===== config.mk =====
export PLATFORM = sky130hd
export DESIGN_NAME = async_rx
export DESIGN_NICKNAME = d
export VERILOG_FILES = /design/src/rtl/async_rx_pkg.sv /design/src/rtl/async_rx_ctrl.sv /design/src/rtl/async_rx_dp.sv /design/src/rtl/async_rx.sv
export SDC_FILE = /design/constraint.sdc
export NUM_CORES = 1
export LEC_CHECK = 0
export ABC_CLOCK_PERIOD_IN_PS = 1900
export BUFFER_PORTS_ARGS = -buffer_cell sky130_fd_sc_hd__buf_2
export CORE_UTILIZATION = 55
export DETAILED_ROUTE_END_ITERATION = 12
export GPL_TIMING_DRIVEN = 0
export PLACE_DENSITY = 0.76
export SKIP_CTS_REPAIR_TIMING = 1
export SLEW_MARGIN = 0
export SYNTH_ARGS = -nofsm -noshare
export SYNTH_HDL_FRONTEND = slang
export SYNTH_SLANG_ARGS = --single-unit

===== constraint.sdc =====
create_clock -name clk -period 1.9 [get_ports clk]
set_input_delay 0 -clock clk [delete_from_list [all_inputs] [get_ports clk]]
set_output_delay 0 -clock clk [all_outputs]
set_load 0.005 [all_outputs]

===== src/rtl/async_rx_pkg.sv =====
package async_rx_pkg;
  typedef enum logic [1:0] {
    ST_IDLE  = 2'd0,
    ST_START = 2'd1,
    ST_DATA  = 2'd2,
    ST_STOP  = 2'd3
  } rxState_e;

  typedef struct packed {
    logic shiftEn;
    logic commit;
  } rxStrobe_t;
endpackage


===== src/rtl/async_rx_ctrl.sv =====
module async_rx_ctrl
  import async_rx_pkg::*;
#(
  parameter int DATA_BITS  = 8,
  parameter int OVERSAMPLE = 16
) (
  input  logic      clk,
  input  logic      rstN,
  input  logic      tick16,
  input  logic      lineSync,
  input  logic      fallEdge,
  output rxStrobe_t strobes
);
  localparam int CW = $clog2(OVERSAMPLE);
  localparam int BW = (DATA_BITS > 1) ? $clog2(DATA_BITS) : 1;
  localparam logic [CW-1:0] CENTER_LAST = CW'(OVERSAMPLE / 2 - 1);
  localparam logic [CW-1:0] BIT_LAST    = CW'(OVERSAMPLE - 1);
  localparam logic [BW-1:0] IDX_LAST    = BW'(DATA_BITS - 1);

  rxState_e state, stateNext;
  logic [CW-1:0] tickCnt, tickCntNext;
  logic [BW-1:0] bitIdx, bitIdxNext;

  always_comb begin
    stateNext   = state;
    tickCntNext = tickCnt;
    bitIdxNext  = bitIdx;
    strobes     = '0;
    unique case (state)
      ST_IDLE: begin
        if (fallEdge) begin
          stateNext   = ST_START;
          tickCntNext = '0;
        end
      end
      ST_START: begin
        if (tick16) begin
          if (tickCnt == CENTER_LAST) begin
            tickCntNext = '0;
            bitIdxNext  = '0;
            stateNext   = lineSync ? ST_IDLE : ST_DATA;
          end else begin
            tickCntNext = tickCnt + 1'b1;
          end
        end
      end
      ST_DATA: begin
        if (tick16) begin
          if (tickCnt == BIT_LAST) begin
            tickCntNext     = '0;
            strobes.shiftEn = 1'b1;
            if (bitIdx == IDX_LAST) begin
              stateNext = ST_STOP;
            end else begin
              bitIdxNext = bitIdx + 1'b1;
            end
          end else begin
            tickCntNext = tickCnt + 1'b1;
          end
        end
      end
      ST_STOP: begin
        if (tick16) begin
          if (tickCnt == BIT_LAST) begin
            tickCntNext    = '0;
            strobes.commit = 1'b1;
            stateNext      = ST_IDLE;
          end else begin
            tickCntNext = tickCnt + 1'b1;
          end
        end
      end
      default: stateNext = ST_IDLE;
    endcase
  end

  always_ff @(posedge clk) begin
    if (!rstN) begin
      state   <= ST_IDLE;
      tickCnt <= '0;
      bitIdx  <= '0;
    end else begin
      state   <= stateNext;
      tickCnt <= tickCntNext;
      bitIdx  <= bitIdxNext;
    end
  end
endmodule


===== src/rtl/async_rx_dp.sv =====
module async_rx_dp
  import async_rx_pkg::*;
#(
  parameter int DATA_BITS   = 8,
  parameter int SYNC_STAGES = 2
) (
  input  logic                 clk,
  input  logic                 rstN,
  input  logic                 serialIn,
  input  logic                 rdStrobe,
  input  logic                 rxIntEn,
  input  rxStrobe_t            strobes,
  output logic                 lineSync,
  output logic                 fallEdge,
  output logic [DATA_BITS-1:0] rxData,
  output logic                 dataReady,
  output logic                 frameErr,
  output logic                 overrun,
  output logic                 rxIrq
);
  logic [SYNC_STAGES-1:0] syncChain;
  logic                   linePrev;
  logic [DATA_BITS-1:0]   shiftReg;

  generate
    if (SYNC_STAGES == 1) begin : g_sync1
      always_ff @(posedge clk) begin
        if (!rstN) syncChain <= '1;
        else       syncChain <= serialIn;
      end
    end else begin : g_syncN
      always_ff @(posedge clk) begin
        if (!rstN) syncChain <= '1;
        else       syncChain <= {syncChain[SYNC_STAGES-2:0], serialIn};
      end
    end
  endgenerate

  assign lineSync = syncChain[SYNC_STAGES-1];
  assign fallEdge = linePrev & ~lineSync;

  always_ff @(posedge clk) begin
    if (!rstN) begin
      linePrev <= 1'b1;
      shiftReg <= '0;
    end else begin
      linePrev <= lineSync;
      if (strobes.shiftEn) shiftReg <= {lineSync, shiftReg[DATA_BITS-1:1]};
    end
  end

  always_ff @(posedge clk) begin
    if (!rstN) begin
      rxData    <= '0;
      dataReady <= 1'b0;
      frameErr  <= 1'b0;
      overrun   <= 1'b0;
      rxIrq     <= 1'b0;
    end else if (strobes.commit) begin
      rxData    <= shiftReg;
      dataReady <= 1'b1;
      frameErr  <= ~lineSync;
      overrun   <= dataReady & ~rdStrobe;
      rxIrq     <= rxIntEn;
    end else if (rdStrobe) begin
      dataReady <= 1'b0;
      overrun   <= 1'b0;
      rxIrq     <= 1'b0;
    end
  end
endmodule


===== src/rtl/async_rx.sv =====
module async_rx
  import async_rx_pkg::*;
#(
  parameter int DATA_BITS   = 8,
  parameter int OVERSAMPLE  = 16,
  parameter int SYNC_STAGES = 2
) (
  input  logic                 clk,
  input  logic                 rstN,
  input  logic                 serialIn,
  input  logic                 tick16,
  input  logic                 rdStrobe,
  input  logic                 rxIntEn,
  output logic [DATA_BITS-1:0] rxData,
  output logic                 dataReady,
  output logic                 frameErr,
  output logic                 overrun,
  output logic                 rxIrq
);
  rxStrobe_t strobes;
  logic      lineSync;
  logic      fallEdge;
  logic      commitStb;

  assign commitStb = strobes.commit;

  async_rx_ctrl #(.DATA_BITS(DATA_BITS), .OVERSAMPLE(OVERSAMPLE)) u_ctrl (
    .clk(clk), .rstN(rstN), .tick16(tick16),
    .lineSync(lineSync), .fallEdge(fallEdge), .strobes(strobes)
  );

  async_rx_dp #(.DATA_BITS(DATA_BITS), .SYNC_STAGES(SYNC_STAGES)) u_dp (
    .clk(clk), .rstN(rstN), .serialIn(serialIn), .rdStrobe(rdStrobe),
    .rxIntEn(rxIntEn), .strobes(strobes), .lineSync(lineSync),
    .fallEdge(fallEdge), .rxData(rxData), .dataReady(dataReady),
    .frameErr(frameErr), .overrun(overrun), .rxIrq(rxIrq)
  );
endmodule


==> results of run 1 <==
cell families (layout without fill, tap and decap cells):
group | count (synthesis) | count (layout)
AND/OR/NAND/NOR | 50 | 50
flip-flops | 32 | 32
AO/OA/AOI/OAI | 20 | 20
multiplexers | 17 | 17
buffers and inverters | 10 | 40
adder cells (fa/ha/maj) | 3 | 3
XOR/XNOR | 1 | 1
registers in the layout, summed over array words and instances, names as in the netlist, named ones only:
register / cells
u_dp.rxData: 8
u_dp.frameErr: 1
u_ctrl.bitIdx: 3
u_dp.linePrev: 1
u_dp.rxIrq: 1
u_ctrl.tickCnt: 4
u_dp.overrun: 1
u_dp.shiftReg: 8
u_dp.syncChain: 2
u_ctrl.state: 1
u_dp.dataReady: 1
final timing paths:
path	to	slack (ns)	cells after the start
worst max-delay path	u_ctrl.bitIdx[1]$_SDFFE_PN0P_	0.15	6
worst min-delay path	u_ctrl.tickCnt[1]$_SDFFE_PN0P_	0.05	3
worst max register to register	u_ctrl.bitIdx[1]$_SDFFE_PN0P_	0.15	6
worst min register to register	u_dp.syncChain[1]$_SDFF_PN1_	0.42	1
cell type report:
class | instances | area share (%)
Clock inverter | 2 | 2.156
Multi-Input combinational cell | 91 | 41.72
Buffer | 7 | 3.002
Timing Repair Buffer | 22 | 8.314
Inverter | 3 | 0.6928
Sequential cell | 32 | 39.41
Clock buffer | 6 | 2.540
Tap cell | 28 | 2.156
cells in the final DEF, fill, tap and decap left out, types with 2 or more instances in the layout:
cell / count
dlygate4sd3_1: 5
dfxtp_1: 32
mux2i_1: 17
o21a_1: 2
nand4_2: 2
inv_1: 3
a21boi_0: 4
buf_2: 17
nor2b_1: 18
nor3b_1: 2
clkbuf_1: 4
a21boi_1: 2
nor2_1: 5
nand4bb_1: 2
nand2b_1: 2
clkbuf_4: 5
buf_4: 2
nand2_1: 10
ha_1: 3
buf_6: 2
o21ai_0: 4
report_power, final:
| group | internal [W] | switching (W) |
|---|---|---|
| clock | 0.000276 | 0.000225 |
| combinational | 0.0000260 | 0.0000227 |
| sequential | 0.000675 | 0.00000274 |
critical path: cells and delay by family (launching register included):
family | cells | cell delay [ns]
and+or+nand+nor | 2 | 0.57
adders and majority gates | 2 | 0.40
AOI/OAI and AO/OA | 2 | 0.38
DFF | 1 | 0.34
routing by layer:
| layer | wire length (um) | global-route usage, % |
|---|---|---|
| met1 | 1199 | 24.91 |
| met2 | 1005 | 25.85 |
| met3 | 85 | 6.433 |
| met4 | 55 | 13.06 |
| met5 | 0 | 0 |
stage by stage:
stage | worst slack, ns | std cells | utilization (%)
2_1_floorplan | 0.2515 | 133 | -
3_3_place_gp | 0.1847 | 178 | 65.25
3_5_place_dp | 0.1830 | 178 | 65.25
4_1_cts | 0.1547 | 186 | 68.57
5_1_grt | 0.05555 | 191 | 70.75
6_report | 0.1535 | 191 | 70.75
==> impl_metrics.env, run 1 <==
export IMPL_outcome="finished clean"
export IMPL_core_area_mm2=0.002297
export IMPL_clk_latency_ns=0.33
export IMPL_slew_viol_final=0
export IMPL_yosys_area_share_simple_pct=22.41
export IMPL_io_buffers=17
export IMPL_required_ns=2.15
export IMPL_worstMarginPinSlew_ns=0.3903
export IMPL_initial_core_util_pct=60.02
export IMPL_critPathMostFrequentCell="ha_1"
export IMPL_critPathCaptureType="flip-flop"
export IMPL_seq_area_um2=640.6
export IMPL_area_growth_pct=17.88
export IMPL_multiInputGateArea_um2=678.2
export IMPL_cp_slowest_stage_delay_ns=0.37
export IMPL_die_h_um=52.07
export IMPL_fin_crit_ns=1.747
export IMPL_crit_arrival_ns=2.00
export IMPL_worst_path_max_fanout=5
export IMPL_p_leak_nw=0.6237
export IMPL_die_area_mm2=0.002711
export IMPL_holdWs_ns=0.04541
export IMPL_synth_top_cell_area_share_pct=46.46
export IMPL_crit_type="flip-flop to flip-flop"
export IMPL_period_share_pct=91.92
export IMPL_yosysWarnings=0
export IMPL_setup_viol=0
export IMPL_wl_per_cell_um=12.28
export IMPL_synth_edf_count=0
export IMPL_ys_top_cells_by_area="dfxtp_1 46%, mux2i_1 12%, nor2b_1 8.2%"
export IMPL_die_w_um=52.07
export IMPL_ir_drop_v=0.0006598
export IMPL_synth_top_family_by_area="simple AND/OR/NAND/NOR gates"
export IMPL_drtPass1Iterations=4
export IMPL_synth_xor_xnor_area_share_pct=0.6352
export IMPL_cts_sinks=32
export IMPL_power_density_mw_per_mm2=754.7
export IMPL_hold_violations=0
export IMPL_grt_pass1_vias=826
export IMPL_path_clk_slew_ns=0.09
export IMPL_h_tree_depth=2
export IMPL_ys_flop_type="dfxtp_1"
export IMPL_place_area_mm2=0.001499
export IMPL_grt_max_degree=11
export IMPL_synth_top_cell_by_area="dfxtp_1"
export IMPL_synth_cell_types=36
export IMPL_avgSynthCellArea_um2=10.37
export IMPL_startpoint="u_ctrl.bitIdx[0]$_SDFFE_PN0P_"
export IMPL_slew_headroom_pct=73.98
export IMPL_num_vias=1001
export IMPL_io_pins=18
export IMPL_syn_inst=133
export IMPL_finClkSkew_ns=0.01280
export IMPL_yosys_top_cells_count="32 x dfxtp_1, 18 x nor2b_1, 17 x mux2i_1"
export IMPL_synthesis_area_mm2=0.001379
export IMPL_viasPerCell=5.241
export IMPL_cap_violations=0
export IMPL_synth_compound_area_share_pct=11.07
export IMPL_wirelength_um=2346
export IMPL_synth_most_common_cell="dfxtp_1"
export IMPL_synth_nets=142
export IMPL_hpwl_um=1618
export IMPL_start_kind="flip-flop"
export IMPL_gp_congestion=0.7297
export IMPL_hold_class="primary input to flip-flop"
export IMPL_drc=0
export IMPL_ys_ff_latch=32
export IMPL_cts_root_buf="clkbuf_4"
export IMPL_cp_slowest_cell="or3b_1"
export IMPL_first_iter_violations=17
export IMPL_drtAntennaViolNets=0
export IMPL_cts_tree="yes"
export IMPL_synthMuxAreaShare_pct=12.34
export IMPL_max_freq_mhz=572.6
export IMPL_final_cell_area_mm2=0.001625
export IMPL_fin_nets=171
export IMPL_cts_buffers=5
export IMPL_crit_chain="ha_1, ha_1, or3b_1, o32a_2, nand4bb_1, a21boi_1"
export IMPL_rsz0062_at_grt="no"
export IMPL_fp_row_count=17
export IMPL_clock_path_buffers=2
export IMPL_synth_adder_area_share_pct=2.722
export IMPL_overflow=0
export IMPL_total_power_w=0.001227
export IMPL_grt_use_total_pct=19.03
export IMPL_grt_pass1_wl_um=3581
export IMPL_drive_gt1_share_pct=21.47
export IMPL_num_antenna_cells=0
export IMPL_tns_ns=0
export IMPL_antenna_found_initial=0
export IMPL_synth_seq_area_share_pct=46.46
export IMPL_hold_start="tick16"
export IMPL_synthArstFlopShare_pct=0
export IMPL_rr_startpoint="u_ctrl.bitIdx[0]$_SDFFE_PN0P_"
export IMPL_fill_cells=179
Note: power is estimated with default switching activity, not from simulation.
==> inputs of run 2 (changes only) <==
Settings changed: ABC_CLOCK_PERIOD_IN_PS 1900 to 1850, CORE_MARGIN set to 3.
Clock period 1.9 ns to 1.85 ns, I/O delays scaled along.
==> impl_metrics.env, run 2 (synthesis gave the netlist of run 1 again) <==
export IMPL_outcome="finished clean"
export IMPL_cts_tree="yes"
export IMPL_setup_viol=0
export IMPL_wl_per_cell_um=12.15
export IMPL_start_kind="flip-flop"
export IMPL_worstMarginPinSlew_ns=0.4069
export IMPL_fin_crit_ns=1.738
export IMPL_drtPass1Iterations=4
export IMPL_die_h_um=56.07
export IMPL_grt_pass1_wl_um=3995
export IMPL_tns_ns=0
export IMPL_path_clk_slew_ns=0.09
export IMPL_largest_registers="u_dp.rxData x8, u_dp.shiftReg x8, u_ctrl.tickCnt x4"
export IMPL_place_area_mm2=0.001499
export IMPL_hold_class="primary input to flip-flop"
export IMPL_grt_use_total_pct=16.01
export IMPL_die_area_mm2=0.003144
export IMPL_crit_chain="ha_1, ha_1, or3b_1, o32a_2, a21o_1, and2_1"
export IMPL_worst_path_max_fanout=5
export IMPL_final_common_cell="dfxtp_1"
export IMPL_rsz0062_at_grt="no"
export IMPL_slew_viol_final=0
export IMPL_critPathMostFrequentCell="ha_1"
export IMPL_met1_length_um=1189
export IMPL_wl_met2_um=1017
export IMPL_fin_nets=171
export IMPL_h_tree_depth=2
export IMPL_die_w_um=56.07
export IMPL_finClkSkew_ns=0.01456
export IMPL_num_antenna_cells=0
export IMPL_fp_row_count=17
export IMPL_antenna_found_initial=0
export IMPL_power_density_mw_per_mm2=767.0
export IMPL_drc=0
export IMPL_io_buffers=17
export IMPL_cts_root_buf="clkbuf_4"
export IMPL_core_area_mm2=0.002297
export IMPL_num_vias=997
export IMPL_wl_met3_um=84
export IMPL_slew_headroom_pct=72.88
export IMPL_crit_buf_inv=0
export IMPL_crit_type="flip-flop to flip-flop"
export IMPL_final_cell_area_mm2=0.001628
export IMPL_cp_slowest_stage_delay_ns=0.37
export IMPL_cp_slowest_cell="or3b_1"
export IMPL_required_ns=2.06
export IMPL_io_pins=18
export IMPL_cts_buffers=5
export IMPL_viasPerCell=5.220
export IMPL_gp_congestion=0.7269
export IMPL_clk_latency_ns=0.32
export IMPL_cap_violations=0
export IMPL_rr_worst_depth=6
export IMPL_overflow=0
export IMPL_whs_path_depth=3
export IMPL_first_iter_violations=12
export IMPL_hpwl_um=1615
export IMPL_drive_gt1_share_pct=22.09
export IMPL_initial_core_util_pct=60.02
export IMPL_drtAntennaViolNets=0
export IMPL_ir_drop_v=0.0006584
export IMPL_max_freq_mhz=575.4
export IMPL_clock_path_buffers=2
export IMPL_p_leak_nw=0.6206
export IMPL_wirelength_um=2320
export IMPL_period_share_pct=93.95
export IMPL_layout_common_cells="32 x dfxtp_1, 18 x nor2b_1, 17 x mux2i_1, 17 x buf_2, 10 x nand2_1"
export IMPL_hold_violations=0
export IMPL_area_growth_pct=18.06
export IMPL_grt_max_degree=11
export IMPL_maxUsedRoutingLayer="met4"
export IMPL_grt_pass1_vias=879
export IMPL_cp_depth=6
export IMPL_crit_arrival_ns=1.95
export IMPL_cp_top_family="simple AND/OR/NAND/NOR gates"
export IMPL_cts_sinks=32
export IMPL_critPathCaptureType="flip-flop"
run 2: worst paths after layout:
kind | slack, ns | to | from
worst max-delay path | 0.11 | u_ctrl.bitIdx[0]$_SDFFE_PN0P_ | u_ctrl.bitIdx[0]$_SDFFE_PN0P_
worst min-delay path | 0.04 | u_ctrl.tickCnt[1]$_SDFFE_PN0P_ | tick16
worst max register to register | 0.11 | u_ctrl.bitIdx[0]$_SDFFE_PN0P_ | u_ctrl.bitIdx[0]$_SDFFE_PN0P_
worst min register to register | 0.42 | u_dp.syncChain[1]$_SDFF_PN1_ | u_dp.syncChain[0]$_SDFF_PN1_
run 2: layer usage:
layer / GRT usage (%) / up-vias
met2: 23.21 / 17
li1: - / 517
met3: 4.872 / 4
met5: 0 / -
met4: 5.085 / 0
met1: 22.55 / 459
run 2: cell type report:
cell class              instances  area (um^2)
inverters                       3        11.26
fillers                       175        669.4
clock inverters                 2        35.03
clock buffers                   6        41.29
plain buffers                   7        48.80
flip-flops and latches         32        640.6
multi-input cells              91        680.7
repair buffers                 22        135.1
well taps                      28        35.03
run 2: where the power goes:
group          leakage, nW  internal [W]  total [W]  switching [W]
combinational        0.320     0.0000269  0.0000503      0.0000234
clock               0.0422      0.000283   0.000502       0.000219
sequential           0.258      0.000693   0.000696     0.00000279
total                0.621       0.00100    0.00125       0.000245
run 2: through the flow:
stage / util [%] / setup WS (ns) / cells / hold slack, ns / power [W]
after floorplan: - / 0.2015 / 133 / 0.07304 / 0.0007382
after global placement: 65.25 / 0.1345 / 178 / 0.1841 / 0.0007531
after detailed placement: 65.25 / 0.1361 / 178 / 0.1868 / 0.0007542
after CTS: 68.57 / 0.1116 / 186 / -0.1512 / 0.001258
after global routing: 70.86 / 0.01324 / 191 / 0.02965 / 0.001311
final: 70.86 / 0.1119 / 191 / 0.03630 / 0.001248
run 2: worst register-to-register path, stage by stage (launching register included):
cell and delay (ns):
dfxtp_1 0.34, ha_1 0.20, ha_1 0.20, or3b_1 0.37
o32a_2 0.22, a21o_1 0.18, and2_1 0.14
==> inputs of run 3 (changes only) <==
==> constraint.sdc (replaced) <==
create_clock -name clk -period 1.85 [get_ports clk]
set_input_delay 0.37 -clock clk [delete_from_list [all_inputs] [get_ports clk]]
set_output_delay 0.37 -clock clk [all_outputs]
set_load 0.005 [all_outputs]
==> impl_metrics.env, run 3 (synthesis gave the netlist of run 1 again) <==
export IMPL_antenna_found_initial=0
export IMPL_crit_arrival_ns=1.95
export IMPL_hold_start="rdStrobe"
export IMPL_gp_congestion=0.7269
export IMPL_startpoint="u_ctrl.bitIdx[0]$_SDFFE_PN0P_"
export IMPL_drtAntennaViolNets=0
export IMPL_h_tree_depth=2
export IMPL_rr_worst_depth=6
export IMPL_cts_sinks=32
export IMPL_viasPerCell=5.312
export IMPL_num_vias=988
export IMPL_rrSetupSlack_ns=0.11
export IMPL_grt_pass1_vias=879
export IMPL_p_leak_nw=0.6011
export IMPL_critPathMostFrequentCell="ha_1"
export IMPL_overflow=0
export IMPL_path_clk_slew_ns=0.10
export IMPL_finClkSkew_ns=0.01404
export IMPL_crit_chain="ha_1, ha_1, or3b_1, o32a_2, a21o_1, and2_1"
export IMPL_io_pins=18
export IMPL_cts_root_buf="clkbuf_4"
export IMPL_period_share_pct=94.00
export IMPL_grt_pass1_wl_um=3995
export IMPL_wirelength_um=2261
export IMPL_tns_ns=0
export IMPL_rsz0062_at_grt="no"
export IMPL_slew_headroom_pct=72.86
export IMPL_worst_path_max_fanout=5
export IMPL_crit_buf_inv=0
export IMPL_area_growth_pct=14.43
export IMPL_fin_ws_ns=0.1110
export IMPL_drive_gt1_share_pct=22.78
export IMPL_num_antenna_cells=0
export IMPL_drtPass1Iterations=4
export IMPL_clk_latency_ns=0.32
export IMPL_largest_registers="u_dp.rxData x8, u_dp.shiftReg x8, u_ctrl.tickCnt x4"
export IMPL_required_ns=2.06
export IMPL_dp_cells=178
export IMPL_rr_startpoint="u_ctrl.bitIdx[0]$_SDFFE_PN0P_"
export IMPL_cp_depth=6
export IMPL_critPathCaptureType="flip-flop"
export IMPL_cp_top_family="simple AND/OR/NAND/NOR gates"
export IMPL_final_cell_area_mm2=0.001578
export IMPL_hold_violations=0
export IMPL_cap_violations=0
export IMPL_setup_viol=0
export IMPL_cts_tree="yes"
export IMPL_cp_endpoint="u_ctrl.bitIdx[0]$_SDFFE_PN0P_"
export IMPL_first_iter_violations=12
export IMPL_final_common_cell="dfxtp_1"
export IMPL_hpwl_um=1615
export IMPL_ir_drop_v=0.0006558
export IMPL_die_area_mm2=0.003144
export IMPL_worstMarginPinSlew_ns=0.4071
export IMPL_layout_common_cells="32 x dfxtp_1, 18 x nor2b_1, 17 x mux2i_1, 17 x buf_2, 10 x nand2_1"
export IMPL_place_ws_ns=0.1361
export IMPL_die_w_um=56.07
export IMPL_cts_buffers=5
export IMPL_r2r_end="u_ctrl.bitIdx[0]$_SDFFE_PN0P_"
export IMPL_io_buffers=17
export IMPL_grt_use_total_pct=16.01
export IMPL_cp_slowest_stage_delay_ns=0.37
export IMPL_cp_slowest_cell="or3b_1"
export IMPL_hold_class="primary input to flip-flop"
export IMPL_max_freq_mhz=575.0
export IMPL_fp_row_count=17
export IMPL_outcome="finished clean"
export IMPL_final_core_util_pct=68.68
export IMPL_grt_max_degree=11
export IMPL_fin_crit_ns=1.739
export IMPL_drc=0
export IMPL_slew_viol_final=0
export IMPL_start_kind="flip-flop"
export IMPL_place_area_mm2=0.001499
export IMPL_fin_nets=166
export IMPL_power_density_mw_per_mm2=785.8
export IMPL_core_area_mm2=0.002297
export IMPL_layout_cells_non_filler=186
export IMPL_crit_type="flip-flop to flip-flop"
export IMPL_wl_per_cell_um=12.16
export IMPL_initial_core_util_pct=60.02
export IMPL_clock_path_buffers=2
export IMPL_die_h_um=56.07
[run 3: how the worst min path moves through the flow]
stage                     cells past startpoint  slack [ns]                           end
after global routing                          2        0.22     u_dp.overrun$_SDFFE_PN0P_
after CTS                                     2        0.22     u_dp.overrun$_SDFFE_PN0P_
after detailed placement                      1        0.40  u_dp.syncChain[1]$_SDFF_PN1_
after global placement                        1        0.39  u_dp.syncChain[1]$_SDFF_PN1_
after floorplan                               1        0.39  u_dp.syncChain[1]$_SDFF_PN1_
final                                         2        0.23     u_dp.overrun$_SDFFE_PN0P_
[run 3: power by group]
group	total, W	switching, W	internal [W]
Combinational	0.0000421	0.0000222	0.0000200
Sequential	0.000696	0.00000280	0.000693
Clock	0.000502	0.000219	0.000283
Total	0.00124	0.000244	0.000996
[run 3: stage by stage]
step	hold WS (ns)	power [W]
6_report	0.2276	0.001240
5_1_grt	0.2169	0.001302
4_1_cts	0.2188	0.001258
3_5_place_dp	0.4031	0.0007542
3_3_place_gp	0.3917	0.0007531
2_1_floorplan	0.3863	0.0007382
[run 3: layer usage]
| metal | track usage (%) | wire length, um | part of all wire, % |
|---|---|---|---|
| met3 | 4.872 | 82 | 3.6 |
| met4 | 5.085 | 29 | 1.3 |
| met2 | 23.21 | 985 | 44 |
| met5 | 0 | 0 | 0 |
| met1 | 22.55 | 1163 | 51 |
[run 3: final cells by class]
cell class	instances	area [um^2]
clock buffer	6	41.29
buffer	7	48.80
sequential	32	640.6
multi-input combinational	91	680.7
timing repair buffer	17	85.08
clock inverter	2	35.03
tap	28	35.03
fill	185	719.4
inverter	3	11.26
